--- src/rtl/pnsp_pkg.sv ---
package pnsp_pkg;

  // Action the sequencer requests from the shift register this cycle
  typedef enum logic [1:0] {
    OP_IDLE = 2'd0,  // hold state
    OP_FILL = 2'd1,  // shift seed bit into leftmost stage
    OP_FIX  = 2'd2,  // replace an all-zero state by the default seed
    OP_STEP = 2'd3   // advance with feedback, chip consumed
  } lfsr_op_e;

endpackage

--- src/rtl/pnsp_lfsr.sv ---
module pnsp_lfsr
  import pnsp_pkg::*;
#(
  parameter int          W            = 16,
  parameter logic [W-1:0] TAP_MASK     = 16'h1811,
  parameter logic [W-1:0] DEFAULT_SEED = 16'hACE1
) (
  input  logic         clk,
  input  logic         rst,
  input  lfsr_op_e     op,
  input  logic         seed_bit,
  output logic [W-1:0] state,
  output logic         chip,
  output logic         is_zero
);

  logic [W-1:0] sr;
  logic         fb;

  assign fb      = ^(sr & TAP_MASK);
  assign chip    = sr[0];
  assign is_zero = (sr == '0);
  assign state   = sr;

  always_ff @(posedge clk) begin
    if (rst) begin
      sr <= DEFAULT_SEED;
    end else begin
      case (op)
        OP_FILL: sr <= {seed_bit, sr[W-1:1]};
        OP_FIX:  sr <= DEFAULT_SEED;
        OP_STEP: sr <= {fb, sr[W-1:1]};
        default: sr <= sr;
      endcase
    end
  end

  // no requested action leaves the register untouched
  p_idle_holds_r4: assert property (@(posedge clk) disable iff (rst)
    (op == OP_IDLE) |=> $stable(sr));

  // a fill cycle moves the seed bit into the leftmost stage
  p_fill_shift_r3: assert property (@(posedge clk) disable iff (rst)
    (op == OP_FILL) |=> (sr[W-1] == $past(seed_bit)) && (sr[W-2:0] == $past(sr[W-1:1])));

  // repair lands on the default seed
  p_zero_repair_r8: assert property (@(posedge clk) disable iff (rst)
    (op == OP_FIX) |=> (sr == DEFAULT_SEED));

  // a step never starts from the all-zero state
  p_step_nonzero_r2: assert property (@(posedge clk) disable iff (rst)
    (op == OP_STEP) |-> (sr != '0));

endmodule

--- src/rtl/pnsp_fifo.sv ---
module pnsp_fifo #(
  parameter int DEPTH = 2
) (
  input  logic clk,
  input  logic rst,
  input  logic push,
  input  logic din,
  input  logic pop,
  output logic dout,
  output logic empty,
  output logic full
);

  localparam int AW = (DEPTH < 2) ? 1 : $clog2(DEPTH);
  localparam int CW = $clog2(DEPTH + 1);

  logic [DEPTH-1:0] mem;
  logic [AW-1:0]    wr_ptr, rd_ptr;
  logic [CW-1:0]    cnt;
  logic             push_ok, pop_ok;

  assign full    = (cnt == CW'(DEPTH));
  assign empty   = (cnt == '0);
  assign push_ok = push && !full;
  assign pop_ok  = pop && !empty;
  assign dout    = mem[rd_ptr];

  function automatic logic [AW-1:0] wrap_inc(input logic [AW-1:0] p);
    return (p == AW'(DEPTH - 1)) ? '0 : p + 1'b1;
  endfunction

  always_ff @(posedge clk) begin
    if (push_ok) mem[wr_ptr] <= din;
  end

  always_ff @(posedge clk) begin
    if (rst) begin
      wr_ptr <= '0;
      rd_ptr <= '0;
      cnt    <= '0;
    end else begin
      if (push_ok) wr_ptr <= wrap_inc(wr_ptr);
      if (pop_ok)  rd_ptr <= wrap_inc(rd_ptr);
      case ({push_ok, pop_ok})
        2'b10:   cnt <= cnt + 1'b1;
        2'b01:   cnt <= cnt - 1'b1;
        default: cnt <= cnt;
      endcase
    end
  end

  // a full buffer without a pop stays full (an extra push is dropped)
  p_full_no_overflow_r9: assert property (@(posedge clk) disable iff (rst)
    (full && !pop) |=> full);

endmodule

--- src/rtl/pnsp_burst.sv ---
module pnsp_burst
  import pnsp_pkg::*;
#(
  parameter int BURST_LEN = 16,
  parameter int HOLD_CYC  = 2
) (
  input  logic     clk,
  input  logic     rst,
  input  logic     shift_en,
  input  logic     fill_sel,
  input  logic     state_zero,
  input  logic     buf_empty,
  output lfsr_op_e op,
  output logic     emit,
  output logic     holding
);

  localparam int PW = (BURST_LEN < 2) ? 1 : $clog2(BURST_LEN);
  localparam int HW = (HOLD_CYC < 1) ? 1 : $clog2(HOLD_CYC + 1);

  logic [PW-1:0] pos;
  logic [HW-1:0] hold_cnt;

  assign holding = (hold_cnt != '0);

  always_comb begin
    op   = OP_IDLE;
    emit = 1'b0;
    if (shift_en) begin
      if (fill_sel)         op = OP_FILL;
      else if (state_zero)  op = OP_FIX;
      else if (holding)     op = OP_IDLE;
      else if (!buf_empty) begin
        op   = OP_STEP;
        emit = 1'b1;
      end
    end
  end

  always_ff @(posedge clk) begin
    if (rst) begin
      pos      <= '0;
      hold_cnt <= '0;
    end else if (op == OP_FILL) begin
      pos      <= '0;
      hold_cnt <= '0;
    end else if (shift_en && !state_zero && holding) begin
      hold_cnt <= hold_cnt - 1'b1;
    end else if (emit) begin
      if (pos == PW'(BURST_LEN - 1)) begin
        pos      <= '0;
        hold_cnt <= HW'(HOLD_CYC);
      end else begin
        pos <= pos + 1'b1;
      end
    end
  end

  // the last step of a burst arms the pause
  p_pause_armed_r6: assert property (@(posedge clk) disable iff (rst)
    (emit && (pos == PW'(BURST_LEN - 1))) |=> (hold_cnt == HW'(HOLD_CYC)));

  // disabled cycles freeze burst position and pause count
  p_seq_frozen_r4: assert property (@(posedge clk) disable iff (rst)
    !shift_en |=> $stable(pos) && $stable(hold_cnt));

endmodule

--- src/rtl/pn_burst_spreader.sv ---
module pn_burst_spreader
  import pnsp_pkg::*;
#(
  parameter int              LFSR_W       = 16,
  parameter logic [LFSR_W-1:0] TAP_MASK     = 16'h1811,
  parameter logic [LFSR_W-1:0] DEFAULT_SEED = 16'hACE1,
  parameter int              BURST_LEN    = 16,
  parameter int              HOLD_CYC     = 2,
  parameter int              BUF_DEPTH    = 2
) (
  input  logic              clk,
  input  logic              rst,
  input  logic              fill_sel,
  input  logic              seed_bit,
  input  logic              shift_en,
  input  logic              data_valid,
  input  logic              data_bit,
  output logic              data_ready,
  output logic              coded_bit,
  output logic              coded_valid,
  output logic              chip_out,
  output logic [LFSR_W-1:0] pn_state
);

  lfsr_op_e op;
  logic     emit, holding;
  logic     chip, state_zero;
  logic     buf_dout, buf_empty, buf_full;

  pnsp_lfsr #(
    .W(LFSR_W), .TAP_MASK(TAP_MASK), .DEFAULT_SEED(DEFAULT_SEED)
  ) u_lfsr (
    .clk(clk), .rst(rst), .op(op), .seed_bit(seed_bit),
    .state(pn_state), .chip(chip), .is_zero(state_zero)
  );

  pnsp_fifo #(.DEPTH(BUF_DEPTH)) u_buf (
    .clk(clk), .rst(rst), .push(data_valid), .din(data_bit),
    .pop(emit), .dout(buf_dout), .empty(buf_empty), .full(buf_full)
  );

  pnsp_burst #(.BURST_LEN(BURST_LEN), .HOLD_CYC(HOLD_CYC)) u_seq (
    .clk(clk), .rst(rst), .shift_en(shift_en), .fill_sel(fill_sel),
    .state_zero(state_zero), .buf_empty(buf_empty),
    .op(op), .emit(emit), .holding(holding)
  );

  assign data_ready = !buf_full;

  always_ff @(posedge clk) begin
    if (rst) begin
      coded_valid <= 1'b0;
      coded_bit   <= 1'b0;
      chip_out    <= 1'b0;
    end else begin
      coded_valid <= emit;
      if (emit) begin
        coded_bit <= buf_dout ^ chip;
        chip_out  <= chip;
      end
    end
  end

  // a strobe only follows an enabled run cycle
  p_valid_after_run_r5: assert property (@(posedge clk) disable iff (rst)
    coded_valid |-> ($past(shift_en) && !$past(fill_sel)));

  // an empty buffer yields no strobe
  p_empty_no_valid_r10: assert property (@(posedge clk) disable iff (rst)
    buf_empty |=> !coded_valid);

  // a pending pause yields no strobe
  p_pause_no_valid_r6: assert property (@(posedge clk) disable iff (rst)
    holding |=> !coded_valid);

  // outputs keep their value between strobes
  p_hold_outputs_r7: assert property (@(posedge clk) disable iff (rst)
    !coded_valid && !$past(rst) |-> $stable(coded_bit) && $stable(chip_out));

endmodule

--- config.mk ---
export PLATFORM = sky130hd
export DESIGN_NAME = pn_burst_spreader
export DESIGN_NICKNAME = d
export VERILOG_FILES = /design/src/rtl/pnsp_pkg.sv /design/src/rtl/pnsp_lfsr.sv /design/src/rtl/pnsp_fifo.sv /design/src/rtl/pnsp_burst.sv /design/src/rtl/pn_burst_spreader.sv
export SDC_FILE = /design/constraint.sdc
export NUM_CORES = 1
export LEC_CHECK = 0
export ABC_AREA = 1
export BUFFER_PORTS_ARGS = -buffer_cell sky130_fd_sc_hd__buf_2
export CORE_UTILIZATION = 35
export CTS_CLUSTER_DIAMETER = 50
export DETAILED_ROUTE_END_ITERATION = 8
export GPL_TIMING_DRIVEN = 1
export PLACE_DENSITY = 0.55
export SLEW_MARGIN = 40
export SYNTH_ARGS = -nofsm -noshare
export SYNTH_HDL_FRONTEND = slang
export SYNTH_HIERARCHICAL = 1
export SYNTH_SLANG_ARGS = --single-unit
--- constraint.sdc ---
create_clock -name clk -period 2.7 [get_ports clk]
set_input_delay 0 -clock clk [delete_from_list [all_inputs] [get_ports clk]]
set_output_delay 0 -clock clk [all_outputs]
set_load 0.005 [all_outputs]
==> results of run 1 <==
==> metal layers <==
| metal | track usage [%] | up-vias | routed length [um] |
|---|---|---|---|
| li1 | - | 723 | - |
| met1 | 18.28 | 574 | 1479 |
| met2 | 24.13 | 31 | 1330 |
| met3 | 5.743 | 10 | 137 |
| met4 | 7.713 | 0 | 76 |
| met5 | 0 | - | 0 |
==> cell usage in the layout, fill, tap and decap left out <==
cell           instances
nand2_1               59
nand4_1                2
nand3_1                6
inv_1                 32
xor2_1                 1
nor2_2                 6
clkinv_1               1
nor2_1                27
buf_4                  2
nor4_1                 1
a21oi_1               18
edfxtp_1               2
clkinv_2               1
ha_1                   3
dlygate4sd3_1          1
nor2_8                 1
inv_2                  3
nand3_4                1
o22ai_1                7
clkbuf_8               5
buf_2                 26
bufinv_16              1
o21ai_0                3
nor2_4                 1
xnor2_1                1
nor3_1                 2
o21ai_1                1
mux2_2                 1
dfxtp_1               29
==> critical path: cells and delay by family (launching register included) <==
kind | cells | cell delay [ps]
and+or+nand+nor | 10 | 1140
DFF | 1 | 330
adders and majority gates | 1 | 280
buffers and inverters | 3 | 310
==> metrics by stage <==
stage	total power [mW]	util, %	setup slack [ps]
after CTS	1.158	44.00	587.7
after global routing	1.217	44.00	316.3
after floorplan	0.6593	-	875.6
after detailed placement	0.7102	41.10	600.7
after global placement	0.7110	41.10	673.5
final	1.142	44.00	595.3
==> flip-flops by register name (all words and copies together), names as in the netlist, 2 cells and up <==
signal and count:
u_seq/hold_cnt 2, u_buf/mem 2, u_seq/pos 4, u_lfsr/state 16
u_buf/cnt 2
==> layout make-up <==
| cell class | count | area [um2] |
|---|---|---|
| clock inverters | 3 | 38.79 |
| multi-input cells | 141 | 688.2 |
| fillers | 423 | 2272 |
| repair buffers | 29 | 155.1 |
| flip-flops and latches | 31 | 640.6 |
| clock buffers | 5 | 68.82 |
| well taps | 50 | 62.56 |
| inverters | 35 | 131.4 |
==> final timing paths <==
kind | startpoint | slack (ps) | depth (start not counted) | end
hold reg to reg | u_seq/hold_cnt[0] | 460 | 1 | u_seq/hold_cnt[0]
setup reg to reg | u_lfsr/state[9] | 600 | 14 | u_buf/cnt[1]
setup / recovery | u_lfsr/state[9] | 600 | 14 | u_buf/cnt[1]
hold / removal | seed_bit | 30 | 5 | u_lfsr/state[15]
==> power by group <==
part           switching [mW]  internal (mW)
Combinational           0.103         0.0716
Sequential             0.0322          0.493
Clock                   0.172          0.270
==> flow_summary.yaml, run 1 <==
status:
  status: "complete, no violations"
clock_tree:
  cts_resized: 0
  root_buffer: "clkbuf_8"
  cts_made_buffers: 5
  path_clk_slew_ps: 70
  cts_max_path_buffers: 2
  insertion_delay_ps: 280
  ctsHoldBuffers: 1
  post_cts_buffers: 0
  cts_tree: "done"
  htreeDepth: 2
  clock-sinks: 31
hold_path:
  hold_path_class: "in -> reg"
global_routing:
  grt_antenna_before_repair: 0
  grt_max_degree: 16
  grtUsageTotal_pct: 15.39
  globalRouteOverflowTotal: 0
  grt_pass1_vias: 1210
  grt_pass1_wl_mm: 5.106
route:
  avgRoutedWirePerCell_um: 10.28
  detail_route.vias_per_cell: 4.551
  vias: 1338
  antenna_left: 0
  drt-total-wl_mm: 3.023
  drc: 0
  dr.pass1.iters: 4
  drt_iter0_drc: 66
place:
  place_hpwl_mm: 2.282
  dpl.cell_count: 285
  place_congestion: 0.8122
  dpl-instance-area_um2: 1668
  port_buffers: 26
floorplan:
  core_um2: 4058
  start_util_pct: 36.82
  die_x_um: 67.33
  die_y_um: 67.33
  rows: 23
  die_area_um2: 4533
  ios: 27
timing:
  fmax_mhz: 475.1
  finalHoldViolCount: 0
  final_max_slew_viol_count: 0
  fin_crit_sh_pct: 77.95
  tns_ps: 0
  slew-limit-headroom_pct: 77.17
  fin_crit_ps: 2105
  tightest_slew_ps: 339.9
  finClkSkew_ps: 4.407
  grt_setup_unrepaired: "false"
  hold_ws_ps: 26.51
  setup_viol: 0
setup_path:
  path_class: "reg -> reg"
  cp-start-kind: "flop"
  crit_top_cell: "nor2_1"
  worstSetupEndpointType: "flop"
  cpMaxStageDelayCell: "nor4_1"
  slowest_delay_ps: 360
  worstPathMaxFanout: 10
  critPathArrivalTime_ps: 2330
  worstPathRequired_ps: 2920
  crit_path_cell_trace: "nor4_1 -> nand2_1 -> nor2_1 -> inv_1 -> nand3_4 -> nor2_8 -> inv_1 -> nor2_4 -> ha_1 -> inv_1 -> nand2_1 -> nor2_1 -> nor2_1 -> nor2_1"
yosys:
  postSynthAreaPerCell_um2: 7.080
  ys_warn_count: 6
  synth_area_um2: 1494
  syn_inst: 211
  syn_nets: 221
layout:
  final_nets: 253
  flow.area_growth_from_synthesis_pct: 19.51
  final_cells: 294
  drive_above_1_share_pct: 19.67
  final_cell_area_um2: 1785
  diodes: 0
power:
  max-vdd-ir-drop_mv: 0.2944
  leakage_nw: 0.8664
  power.density_nw_per_um2: 639.6
flow_run:
  max-cap-violations: 0
(Power assumes the default switching activity.)
==> run 2: changes to the inputs <==
==> constraint.sdc (replaced) <==
create_clock -name clk -period 2 [get_ports clk]
set_input_delay 0 -clock clk [delete_from_list [all_inputs] [get_ports clk]]
set_output_delay 0 -clock clk [all_outputs]
set_load 0.005 [all_outputs]
==> flow_summary.yaml, run 2 (same netlist as run 1, synthesis figures left out) <==
status:
  status: "complete, no violations"
timing:
  finClkSkew_ps: 10.33
  fmax_mhz: 553.5
  tightest_slew_ps: 356.1
  grt_setup_unrepaired: "false"
  tns_ps: 0
  setup_slack_ps: 193.2
  final_max_slew_viol_count: 0
  finalHoldViolCount: 0
  fin_crit_sh_pct: 90.34
  fin_crit_ps: 1807
  setup_viol: 0
  slew-limit-headroom_pct: 76.26
power:
  sw_frac_of_total_pct: 28.67
  finalPower_mw: 1.542
  comb_power_share_pct: 18.6
  max-vdd-ir-drop_mv: 0.5472
  intPower_mw: 1.100
  switchingPower_mw: 0.4422
  clkPwrFrac_pct: 36.1
  p_seq_share_pct: 45.3
  power.density_nw_per_um2: 814.1
  leakage_nw: 0.9099
layout:
  fill_cells: 431
  layout_commonest_cell: "nand2_1"
  seqCellArea_um2: 641.9
  diodes: 0
  final_cells: 304
  multi_input_area_um2: 724.4
  flow.area_growth_from_synthesis_pct: 26.80
  final_nets: 263
  largest_register_ffs: 16
  final_cell_area_um2: 1894
  final_cell_mix: "nand2_1, inv_1, dfxtp_1"
  drive_above_1_share_pct: 27.17
global_routing:
  grt_pass1_wl_mm: 5.430
  grt_max_degree: 16
  grtUsageTotal_pct: 16.59
  globalRouteOverflowTotal: 0
  grt_antenna_before_repair: 0
  grt_pass1_vias: 1276
floorplan:
  die_y_um: 67.33
  die_area_um2: 4533
  core_um2: 4058
  rows: 23
  start_util_pct: 36.82
  ios: 27
  die_x_um: 67.33
place:
  port_buffers: 26
  dpl-instance-area_um2: 1743
  dpl.cell_count: 295
  place_congestion: 0.7446
  place_hpwl_mm: 2.417
  post-place-ws_ps: 35.93
hold_path:
  min_to: "u_lfsr/state[15]"
  hold_start: "seed_bit"
  hold_path_class: "in -> reg"
  hold-path-cell-count: 5
clock_tree:
  insertion_delay_ps: 290
  root_buffer: "clkbuf_8"
  path_clk_slew_ps: 70
  cts_tree: "done"
  cts_max_path_buffers: 2
  post_cts_buffers: 0
  htreeDepth: 2
  cts_made_buffers: 5
  clock-sinks: 31
setup_path:
  cp-start-kind: "flop"
  worstPathRequired_ps: 2230
  r2r_start: "u_lfsr/state[13]"
  critPathArrivalTime_ps: 2030
  path_class: "reg -> reg"
  rr_endpoint: "u_buf/cnt[1]"
  worstSetupEndpointType: "flop"
  worstPathMaxFanout: 4
  rrSetupSlack_ps: 190
  rr_worst_depth: 14
route:
  drt_iter0_drc: 70
  detail_route.vias_per_cell: 4.579
  vias: 1392
  drt-total-wl_mm: 3.288
  drc: 0
  dr.pass1.iters: 4
  antenna_left: 0
  avgRoutedWirePerCell_um: 10.82
flow_run:
  max-cap-violations: 0
-- run 2: critical path: stages, from the launching register on --
cell	delay, ps
dfxtp_2	330
nor4_2	260
nand2_1	120
nor2_4	140
inv_2	60
nand3_4	90
nor2_8	40
inv_2	60
nor2_4	50
ha_4	230
inv_2	60
nand2_1	70
nor2_2	110
nor2_1	40
nor2_1	80
-- run 2: per-stage QoR --
| stage | utilization, % | hold WS [ps] |
|---|---|---|
| 2_1_floorplan | - | 69.07 |
| 3_5_place_dp | 42.95 | 192.0 |
| 3_3_place_gp | 42.95 | 193.1 |
| 4_1_cts | 45.82 | 27.04 |
| 5_1_grt | 46.69 | 83.10 |
| 6_report | 46.69 | 28.13 |
-- run 2: timing repair --
| item | 4_1_cts | 5_1_grt |
|---|---|---|
| endpoints found under the setup margin | 1 | 12 |
| pin swaps | 0 | 6 |
| endpoints found under the hold margin | 2 | 0 |
| gates resized for setup | 1 | 10 |
| hold buffers | 1 | 0 |
-- run 2: worst max path at each step --
stage,end,slack [ps],depth (start not counted),start
floorplan,u_buf/cnt[1],180,14,u_lfsr/state[9]
global placement,u_buf/cnt[1],110,14,u_lfsr/state[15]
detailed placement,u_buf/cnt[1],40,14,u_lfsr/state[9]
CTS,u_buf/cnt[1],40,14,u_lfsr/state[9]
global route,u_buf/cnt[1],5,14,u_lfsr/state[13]
finish,u_buf/cnt[1],190,14,u_lfsr/state[13]
-- run 2: cell type report --
cell class | instances | share of cell area (%)
clock buffer | 7 | 5.086
sequential | 31 | 33.88
timing repair buffer | 39 | 12.15
multi-input combinational | 141 | 38.24
inverter | 35 | 6.935
clock inverter | 1 | 0.3963
tap | 50 | 3.303
-- run 2: layer usage --
metal  global-route usage [%]  vias up  routed length (um)
met5                        0        -                   0
met1                    18.81      624                1562
met3                    4.561        5                 149
met4                    9.574        0                  64
li1                         -      739                   -
met2                    27.75       24                1512
-- run 2: power by group through the flow --
stage	registers, mW	clock network (mW)	logic (mW)
final	0.699	0.557	0.286
after floorplan	0.718	0	0.172
after CTS	0.698	0.571	0.280
after global routing	0.705	0.592	0.327
after detailed placement	0.711	0	0.278
after global placement	0.710	0	0.276
